--- src/rtl/ulog_mc_pkg.sv ---
package ulog_mc_pkg;
  typedef enum logic [2:0] {
    OP_READ  = 3'd0,
    OP_FILL  = 3'd1,
    OP_LOG   = 3'd2,
    OP_WB    = 3'd3,
    OP_BEGIN = 3'd4,
    OP_END   = 3'd5
  } op_e;

  typedef enum logic [2:0] {
    S_IDLE,
    S_EXEC,
    S_RDW,
    S_DRAIN,
    S_CMTW
  } st_e;
endpackage

--- src/rtl/ulog_wq.sv ---
// In-order queue of writes issued to memory and not yet persistent.
// DEPTH must be a power of two, at least 2.
module ulog_wq #(
  parameter int AW    = 8,
  parameter int DW    = 16,
  parameter int DEPTH = 4
) (
  input  logic          clk,
  input  logic          rst_n,
  input  logic          push,
  input  logic [AW-1:0] push_addr,
  input  logic          push_log,
  input  logic [DW-1:0] push_data,
  input  logic          pop,
  input  logic [AW-1:0] q_addr,
  output logic          log_hit,
  output logic          fwd_hit,
  output logic [DW-1:0] fwd_data,
  output logic          full,
  output logic          empty
);
  localparam int PW = $clog2(DEPTH);
  localparam int CW = PW + 1;

  logic [AW-1:0] e_addr [DEPTH];
  logic          e_log  [DEPTH];
  logic [DW-1:0] e_data [DEPTH];
  logic [PW-1:0] head, tail;
  logic [CW-1:0] cnt;
  logic [PW-1:0] head_n, tail_n;
  logic [CW-1:0] cnt_n;

  assign full  = (cnt == CW'(DEPTH));
  assign empty = (cnt == '0);

  always_comb begin
    head_n = pop  ? head + 1'b1 : head;
    tail_n = push ? tail + 1'b1 : tail;
    cnt_n  = cnt + CW'(push) - CW'(pop);
  end

  always_ff @(posedge clk or negedge rst_n) begin
    if (!rst_n) begin
      head <= '0;
      tail <= '0;
      cnt  <= '0;
    end else begin
      head <= head_n;
      tail <= tail_n;
      cnt  <= cnt_n;
    end
  end

  always_ff @(posedge clk) begin
    if (push) begin
      e_addr[tail] <= push_addr;
      e_log[tail]  <= push_log;
      e_data[tail] <= push_data;
    end
  end

  // Oldest to newest, so the newest matching writeback wins.
  always_comb begin
    logic [PW-1:0] idx;
    log_hit  = 1'b0;
    fwd_hit  = 1'b0;
    fwd_data = '0;
    for (int k = 0; k < DEPTH; k++) begin
      idx = head + PW'(k);
      if (CW'(k) < cnt && e_addr[idx] == q_addr) begin
        if (e_log[idx]) begin
          log_hit = 1'b1;
        end else begin
          fwd_hit  = 1'b1;
          fwd_data = e_data[idx];
        end
      end
    end
  end

  AST_WQ_NO_OVERFLOW: assert property (@(posedge clk) disable iff (!rst_n)
    push |-> (!full || pop));
  AST_WQ_POP_NONEMPTY: assert property (@(posedge clk) disable iff (!rst_n)
    pop |-> !empty);
endmodule

--- src/rtl/ulog_set.sv ---
// Lines already logged in the current region; the count doubles as log head.
module ulog_set #(
  parameter int AW    = 8,
  parameter int SLOTS = 4
) (
  input  logic          clk,
  input  logic          rst_n,
  input  logic          clr,
  input  logic          ins,
  input  logic [AW-1:0] q_addr,
  output logic          hit,
  output logic          full,
  output logic [$clog2(SLOTS+1)-1:0] used
);
  localparam int CW = $clog2(SLOTS + 1);

  logic [AW-1:0] slot [SLOTS];
  logic [CW-1:0] cnt, cnt_n;

  assign used = cnt;
  assign full = (cnt == CW'(SLOTS));

  always_comb begin
    cnt_n = cnt;
    if (clr)      cnt_n = '0;
    else if (ins) cnt_n = cnt + 1'b1;
  end

  always_ff @(posedge clk or negedge rst_n) begin
    if (!rst_n) cnt <= '0;
    else        cnt <= cnt_n;
  end

  always_ff @(posedge clk) begin
    if (ins && !full) slot[cnt[CW-1:0] % SLOTS] <= q_addr;
  end

  always_comb begin
    hit = 1'b0;
    for (int i = 0; i < SLOTS; i++) begin
      if (CW'(i) < cnt && slot[i] == q_addr) hit = 1'b1;
    end
  end

  AST_SET_NO_DUP: assert property (@(posedge clk) disable iff (!rst_n)
    ins |-> (!hit && !full));
endmodule

--- src/rtl/ulog_mc.sv ---
module ulog_mc
  import ulog_mc_pkg::*;
#(
  parameter int          AW          = 8,
  parameter int          DW          = 16,
  parameter int          WQ_DEPTH    = 4,
  parameter int          LOG_SLOTS   = 4,
  parameter logic [7:0]  LOG_BASE    = 8'hC0,
  parameter logic [7:0]  COMMIT_ADDR = 8'hBF
) (
  input  logic             clk,
  input  logic             rst_n,
  input  logic             req_valid,
  output logic             req_ready,
  input  logic [2:0]       req_op,
  input  logic [AW-1:0]    req_addr,
  input  logic [DW-1:0]    req_data,
  output logic             rsp_valid,
  output logic [DW-1:0]    rsp_data,
  output logic             log_ovf,
  output logic             mem_wr_valid,
  output logic [AW-1:0]    mem_wr_addr,
  output logic [AW+DW-1:0] mem_wr_data,
  input  logic             mem_wr_done,
  output logic             mem_rd_valid,
  output logic [AW-1:0]    mem_rd_addr,
  input  logic             mem_rd_ret,
  input  logic [DW-1:0]    mem_rd_data
);
  localparam int RW = AW + DW;
  localparam int SCW = $clog2(LOG_SLOTS + 1);

  // reset: asynchronous assert, synchronous release
  logic [1:0] rst_sync;
  logic       rst_i;
  always_ff @(posedge clk or negedge rst_n) begin
    if (!rst_n) rst_sync <= 2'b00;
    else        rst_sync <= {rst_sync[0], 1'b1};
  end
  assign rst_i = rst_sync[1];

  st_e           st, st_n;
  op_e           cur_op, cur_op_n;
  logic [AW-1:0] cur_addr, cur_addr_n;
  logic [DW-1:0] cur_data, cur_data_n;
  logic          in_rgn, in_rgn_n, ovf, ovf_n;
  logic          rsp_v, rsp_v_n;
  logic [DW-1:0] rsp_d, rsp_d_n;
  logic          mw_v, mw_v_n, mw_data, mw_data_n;
  logic [AW-1:0] mw_a, mw_a_n;
  logic [RW-1:0] mw_d, mw_d_n;
  logic          mr_v, mr_v_n;
  logic [AW-1:0] mr_a, mr_a_n;

  logic          push, push_log;
  logic [AW-1:0] push_addr;
  logic [DW-1:0] push_data;
  logic          wq_log_hit, wq_fwd_hit, wq_full, wq_empty;
  logic [DW-1:0] wq_fwd_data;
  logic          set_clr, set_ins, set_hit, set_full;
  logic [SCW-1:0] set_used;
  logic [AW-1:0] log_ptr;
  logic          have_d, log_req;
  logic [DW-1:0] got_d, log_old;

  ulog_wq #(.AW(AW), .DW(DW), .DEPTH(WQ_DEPTH)) u_wq (
    .clk(clk), .rst_n(rst_i), .push(push), .push_addr(push_addr),
    .push_log(push_log), .push_data(push_data), .pop(mem_wr_done),
    .q_addr(cur_addr), .log_hit(wq_log_hit), .fwd_hit(wq_fwd_hit),
    .fwd_data(wq_fwd_data), .full(wq_full), .empty(wq_empty)
  );

  ulog_set #(.AW(AW), .SLOTS(LOG_SLOTS)) u_set (
    .clk(clk), .rst_n(rst_i), .clr(set_clr), .ins(set_ins),
    .q_addr(cur_addr), .hit(set_hit), .full(set_full), .used(set_used)
  );

  assign log_ptr   = LOG_BASE + AW'(set_used);
  assign req_ready = (st == S_IDLE) && !wq_full;

  always_comb begin
    st_n = st; cur_op_n = cur_op; cur_addr_n = cur_addr; cur_data_n = cur_data;
    in_rgn_n = in_rgn; ovf_n = ovf;
    rsp_v_n = 1'b0; rsp_d_n = '0;
    mw_v_n = 1'b0; mw_data_n = 1'b0; mw_a_n = mw_a; mw_d_n = mw_d;
    mr_v_n = 1'b0; mr_a_n = mr_a;
    push = 1'b0; push_log = 1'b0; push_addr = cur_addr; push_data = '0;
    set_clr = 1'b0; set_ins = 1'b0;
    have_d = 1'b0; got_d = '0; log_req = 1'b0; log_old = cur_data;
    case (st)
      S_IDLE: if (req_valid && req_ready) begin
        cur_op_n = op_e'(req_op); cur_addr_n = req_addr; cur_data_n = req_data;
        st_n = S_EXEC;
      end
      S_EXEC: case (cur_op)
        OP_READ, OP_FILL: begin
          if (wq_fwd_hit) begin
            have_d = 1'b1; got_d = wq_fwd_data;
          end else begin
            mr_v_n = 1'b1; mr_a_n = cur_addr; st_n = S_RDW;
          end
        end
        OP_LOG: begin
          log_req = in_rgn && !set_hit;
          rsp_v_n = 1'b1; st_n = S_IDLE;
        end
        OP_WB: if (!wq_log_hit) begin
          mw_v_n = 1'b1; mw_data_n = 1'b1; mw_a_n = cur_addr;
          mw_d_n = {{AW{1'b0}}, cur_data};
          push = 1'b1; push_data = cur_data;
          rsp_v_n = 1'b1; st_n = S_IDLE;
        end
        OP_BEGIN: begin
          in_rgn_n = 1'b1; set_clr = 1'b1; ovf_n = 1'b0;
          rsp_v_n = 1'b1; st_n = S_IDLE;
        end
        OP_END: st_n = S_DRAIN;
        default: begin
          rsp_v_n = 1'b1; st_n = S_IDLE;
        end
      endcase
      S_RDW: if (mem_rd_ret) begin
        have_d = 1'b1; got_d = mem_rd_data;
      end
      S_DRAIN: if (wq_empty) begin
        mw_v_n = 1'b1; mw_a_n = COMMIT_ADDR; mw_d_n = '0;
        push = 1'b1; push_log = 1'b1; push_addr = COMMIT_ADDR;
        st_n = S_CMTW;
      end
      S_CMTW: if (wq_empty) begin
        rsp_v_n = 1'b1; in_rgn_n = 1'b0; set_clr = 1'b1; st_n = S_IDLE;
      end
      default: st_n = S_IDLE;
    endcase
    if (have_d) begin
      rsp_v_n = 1'b1; rsp_d_n = got_d; st_n = S_IDLE;
      log_req = (cur_op == OP_FILL) && in_rgn && !set_hit;
      log_old = got_d;
    end
    if (log_req) begin
      if (set_full) begin
        ovf_n = 1'b1;
      end else begin
        mw_v_n = 1'b1; mw_a_n = log_ptr; mw_d_n = {cur_addr, log_old};
        push = 1'b1; push_log = 1'b1; push_addr = cur_addr;
        set_ins = 1'b1;
      end
    end
  end

  always_ff @(posedge clk or negedge rst_i) begin
    if (!rst_i) begin
      st <= S_IDLE; cur_op <= OP_READ; cur_addr <= '0; cur_data <= '0;
      in_rgn <= 1'b0; ovf <= 1'b0; rsp_v <= 1'b0; rsp_d <= '0;
      mw_v <= 1'b0; mw_data <= 1'b0; mw_a <= '0; mw_d <= '0;
      mr_v <= 1'b0; mr_a <= '0;
    end else begin
      st <= st_n; cur_op <= cur_op_n; cur_addr <= cur_addr_n; cur_data <= cur_data_n;
      in_rgn <= in_rgn_n; ovf <= ovf_n; rsp_v <= rsp_v_n; rsp_d <= rsp_d_n;
      mw_v <= mw_v_n; mw_data <= mw_data_n; mw_a <= mw_a_n; mw_d <= mw_d_n;
      mr_v <= mr_v_n; mr_a <= mr_a_n;
    end
  end

  assign rsp_valid    = rsp_v;
  assign rsp_data     = rsp_d;
  assign log_ovf      = ovf;
  assign mem_wr_valid = mw_v;
  assign mem_wr_addr  = mw_a;
  assign mem_wr_data  = mw_d;
  assign mem_rd_valid = mr_v;
  assign mem_rd_addr  = mr_a;

  AST_LOG_BEFORE_DATA: assert property (@(posedge clk) disable iff (!rst_i)
    (mw_v && mw_data) |-> !wq_log_hit);
  AST_END_AFTER_COMMIT: assert property (@(posedge clk) disable iff (!rst_i)
    (rsp_v && $past(st) == S_CMTW) |-> (wq_empty && !in_rgn));
  AST_ONE_ISSUE: assert property (@(posedge clk) disable iff (!rst_i)
    !(mw_v && mr_v));
  AST_OVF_NO_WRITE: assert property (@(posedge clk) disable iff (!rst_i)
    $rose(ovf) |-> !mw_v);
endmodule

--- config.mk ---
export PLATFORM = sky130hd
export DESIGN_NAME = ulog_mc
export DESIGN_NICKNAME = d
export VERILOG_FILES = /design/src/rtl/ulog_mc_pkg.sv /design/src/rtl/ulog_wq.sv /design/src/rtl/ulog_set.sv /design/src/rtl/ulog_mc.sv
export SDC_FILE = /design/constraint.sdc
export NUM_CORES = 1
export LEC_CHECK = 0
export BUFFER_PORTS_ARGS = -buffer_cell sky130_fd_sc_hd__buf_2
export CORE_UTILIZATION = 40
export DETAILED_ROUTE_END_ITERATION = 16
export SETUP_SLACK_MARGIN = 0.02
export SYNTH_ARGS = -nofsm -noshare
export SYNTH_HDL_FRONTEND = slang
export SYNTH_SLANG_ARGS = --single-unit
--- constraint.sdc ---
create_clock -name clk -period 3.3 [get_ports clk]
set_input_delay 0.165 -clock clk [delete_from_list [all_inputs] [get_ports clk]]
set_output_delay 0.165 -clock clk [all_outputs]
set_load 0.01 [all_outputs]
==> results.ini <==
[final_layout]
num_antenna_cells = 0
area_growth_pct = 27.9
fin_nets = 1351
multi_input_area_um2 = 5620
regArea_um2 = 6550
fillers = 2621
drive_gt1_share_pct = 32.1
final_cells = 1705

[synth]
postSynth.asyncResetShare_pct = 43.8
synth_top_cell_by_area = edfxtp_1
synthCells = 1077
synth_edf_count = 132
synth_warnings = 0
synth_seq_cells = 235
yosysUniqueCellTypes = 74
synth_top_area_share_pct = 32.0
syn-cell-area_um2 = 12400
synth_area_leaders = edfxtp_1 32%, dfrtp_1 21%, mux2i_1 7.5%
synth_flop_cell = edfxtp_1
syn_avg_cell_area_um2 = 11.5
synth_seq_area_share_pct = 52.7
syn_nets = 1138

[route]
vias = 9286
drtAntennaViolNets = 0
drt_iter0_drc = 804
drt_first_pass_iters = 7
drc_errors = 0
routed_wirelength_mm = 33.6
wire_per_inst_um = 19.7
vias_per_cell = 5.45

[sta]
setup_slack_ps = -119
fin_skew_ps = 20.3
slew_violations = 0
max_slew_margin_pct = 30.9
holdWs_ps = 19.3
hold_viol_final = 0
setup_viol = 100
rsz0062_at_grt = true
tns_ps = -5200
worstMarginPinSlew_ps = 1010
finalCritPeriodShare_pct = 104
max_freq_ghz = 0.292
period_minus_slack_ps = 3420

[pwr]
vdd_drop_max_v = 0.000513
p_per_area_nw_per_um2 = 844
power_leakage_nw = 6.60
power_mw = 13.4

[die]
dieArea_um2 = 31700
dieWidth_um = 178
die_h_um = 178
initial_core_util_pct = 40.7
ios = 109
fp-row-count = 64
coreArea_um2 = 30500

[grt]
grt-ovfl-total = 0
grt_pass1_vias = 9026
grt_max_degree = 65
antenna_found_initial = 0
grt_pass1_wl_mm = 51.6
track_usage_pct = 21.2

[critical_path]
required_ps = 3780
cp.arrival_ps = 3900
cp-start-kind = flop
worst_setup_path_end_kind = flop
path_max_fanout = 6
worst-setup-path-type = flop to flop

[clock_tree]
clk_root_buffer_cell = clkbuf_16
cts_inserted_buffers = 25
cts_tree = yes
clk_latency_ps = 540
path_clk_slew_ps = 60
cts_buffer_depth = 3
htree_levels = 1
cts_sinks = 235

[placed_design]
place_ws_ps = -114
dp.cells = 1607
portBuffers = 108
gp_congestion = 0.887
hpwlAfterDp_mm = 22.8

[job]
max-cap-violations = 0

[status]
outcome = finished, violations left
failed_checks = setup timing

[min_path]
min_path_type = input pin to flop

cell type report:
cell class                 instances  share of cell area, %
sequential                       235                   41.3
clock buffer                      33                   4.32
inverter                          33                  0.781
clock inverter                    13                  0.986
timing repair buffer             270                   14.1
multi-input combinational        725                   35.4
tap                              396                   3.12
cells by family after synthesis:
group | Yosys count | synth area share (%)
compound gates | 189 | 10.3
xor+xnor | 70 | 4.94
fa+ha+maj | 13 | 1.37
buf+inv | 117 | 4.52
flops | 235 | 52.7
mux | 159 | 14.1
other cells | 1 | 0.0302
simple gates | 293 | 11.9
synthesized netlist by cell type (12+ instances only):
cell type	number
xor2_1	30
ha_1	12
nor3_1	34
xnor2_1	40
o21ai_0	35
buf_2	22
clkbuf_1	39
a211oi_1	15
nand2_1	86
inv_1	32
a21oi_1	46
mux2_2	58
edfxtp_1	132
a31oi_1	26
nor2_1	51
and2_1	25
nand3_1	27
nand4_1	17
mux2i_1	93
dfrtp_1	103
power by group:
part / switching [mW] / internal (mW) / total [mW] / leakage (nW)
Combinational: 3.26 / 2.76 / 6.02 / 3.69
Sequential: 0.625 / 3.86 / 4.49 / 2.50
Clock: 1.17 / 1.70 / 2.87 / 0.411
Total: 5.05 / 8.33 / 13.4 / 6.60
critical path, cell delays in order (launching register included):
cell	delay, ps
dfrtp_4	540
buf_6	160
mux2i_1	120
xnor2_1	300
buf_4	180
nor4_2	50
o211ai_1	380
nor2_2	100
o41ai_4	560
o21ai_4	100
nand2b_4	210
ha_4	170
inv_2	40
fa_2	410
inv_1	60
cells in the final DEF (no fill, tap or decap), drive strengths merged, types with 9 or more instances in the layout:
master	instances
a211oi	15
a21oi	53
a22oi	11
a311oi	10
a31oi	26
and2	25
buf	227
clkbuf	35
dfrtp	103
dlygate4sd3	40
edfxtp	132
ha	12
inv	35
mux2	59
mux2i	93
nand2	86
nand2b	10
nand3	27
nand4	17
nor2	52
nor3	35
nor4	9
o2111ai	12
o21ai	37
xnor2	40
xor2	30
through the flow:
| stage | cell area [um^2] | utilization [%] |
|---|---|---|
| detailed placement | 14100 | 46.2 |
| finish | 15900 | 52.0 |
| global placement | 14100 | 46.2 |
| floorplan | 12400 | - |
| CTS | 15400 | 50.5 |
| global route | 15900 | 52.0 |
state kept, by name, indices dropped and copies added, names as in the netlist, 4 cells and up:
| name | count |
|---|---|
| u_wq.e_data | 64 |
| cur_data | 16 |
| u_wq.e_addr | 32 |
| mem_wr_data | 24 |
| rsp_data | 16 |
| mem_wr_addr | 8 |
| u_wq.e_log | 4 |
| mem_rd_addr | 8 |
| cur_addr | 8 |
| u_set.slot | 32 |
layer usage:
metal,share of wire (%),up-vias,track usage [%]
li1,-,4382,-
met1,47,4557,31.6
met3,5.2,53,2.92
met2,45,294,31.5
met4,2.5,0,6.77
met5,0,-,0
repair_timing:
| action | in CTS | in global routing |
|---|---|---|
| pin swaps | 4 | 8 |
| gates cloned | 1 | 2 |
| resized for setup | 10 | 75 |
| setup endpoints to repair | 177 | 262 |
| endpoints found under the hold margin | 46 | 1 |
| setup buffers | 2 | 10 |
| hold buffers | 39 | 1 |
path summary, 6_finish.rpt:
path	startpoint	end	slack, ps	depth (start not counted)
hold reg to reg	rst_sync[1]	cur_data[0]	310	0
setup reg to reg	u_wq.head[1]	u_wq.cnt[1]	-120	14
hold / removal	mem_rd_data[7]	rsp_data[7]	20	4
max in group asynchronous	rst_sync[1]	u_wq.head[1]	2180	1
setup / recovery	u_wq.head[1]	u_wq.cnt[1]	-120	14
min in group asynchronous	rst_sync[1]	cur_data[0]	310	0
Power figures use the tool's default switching activity.
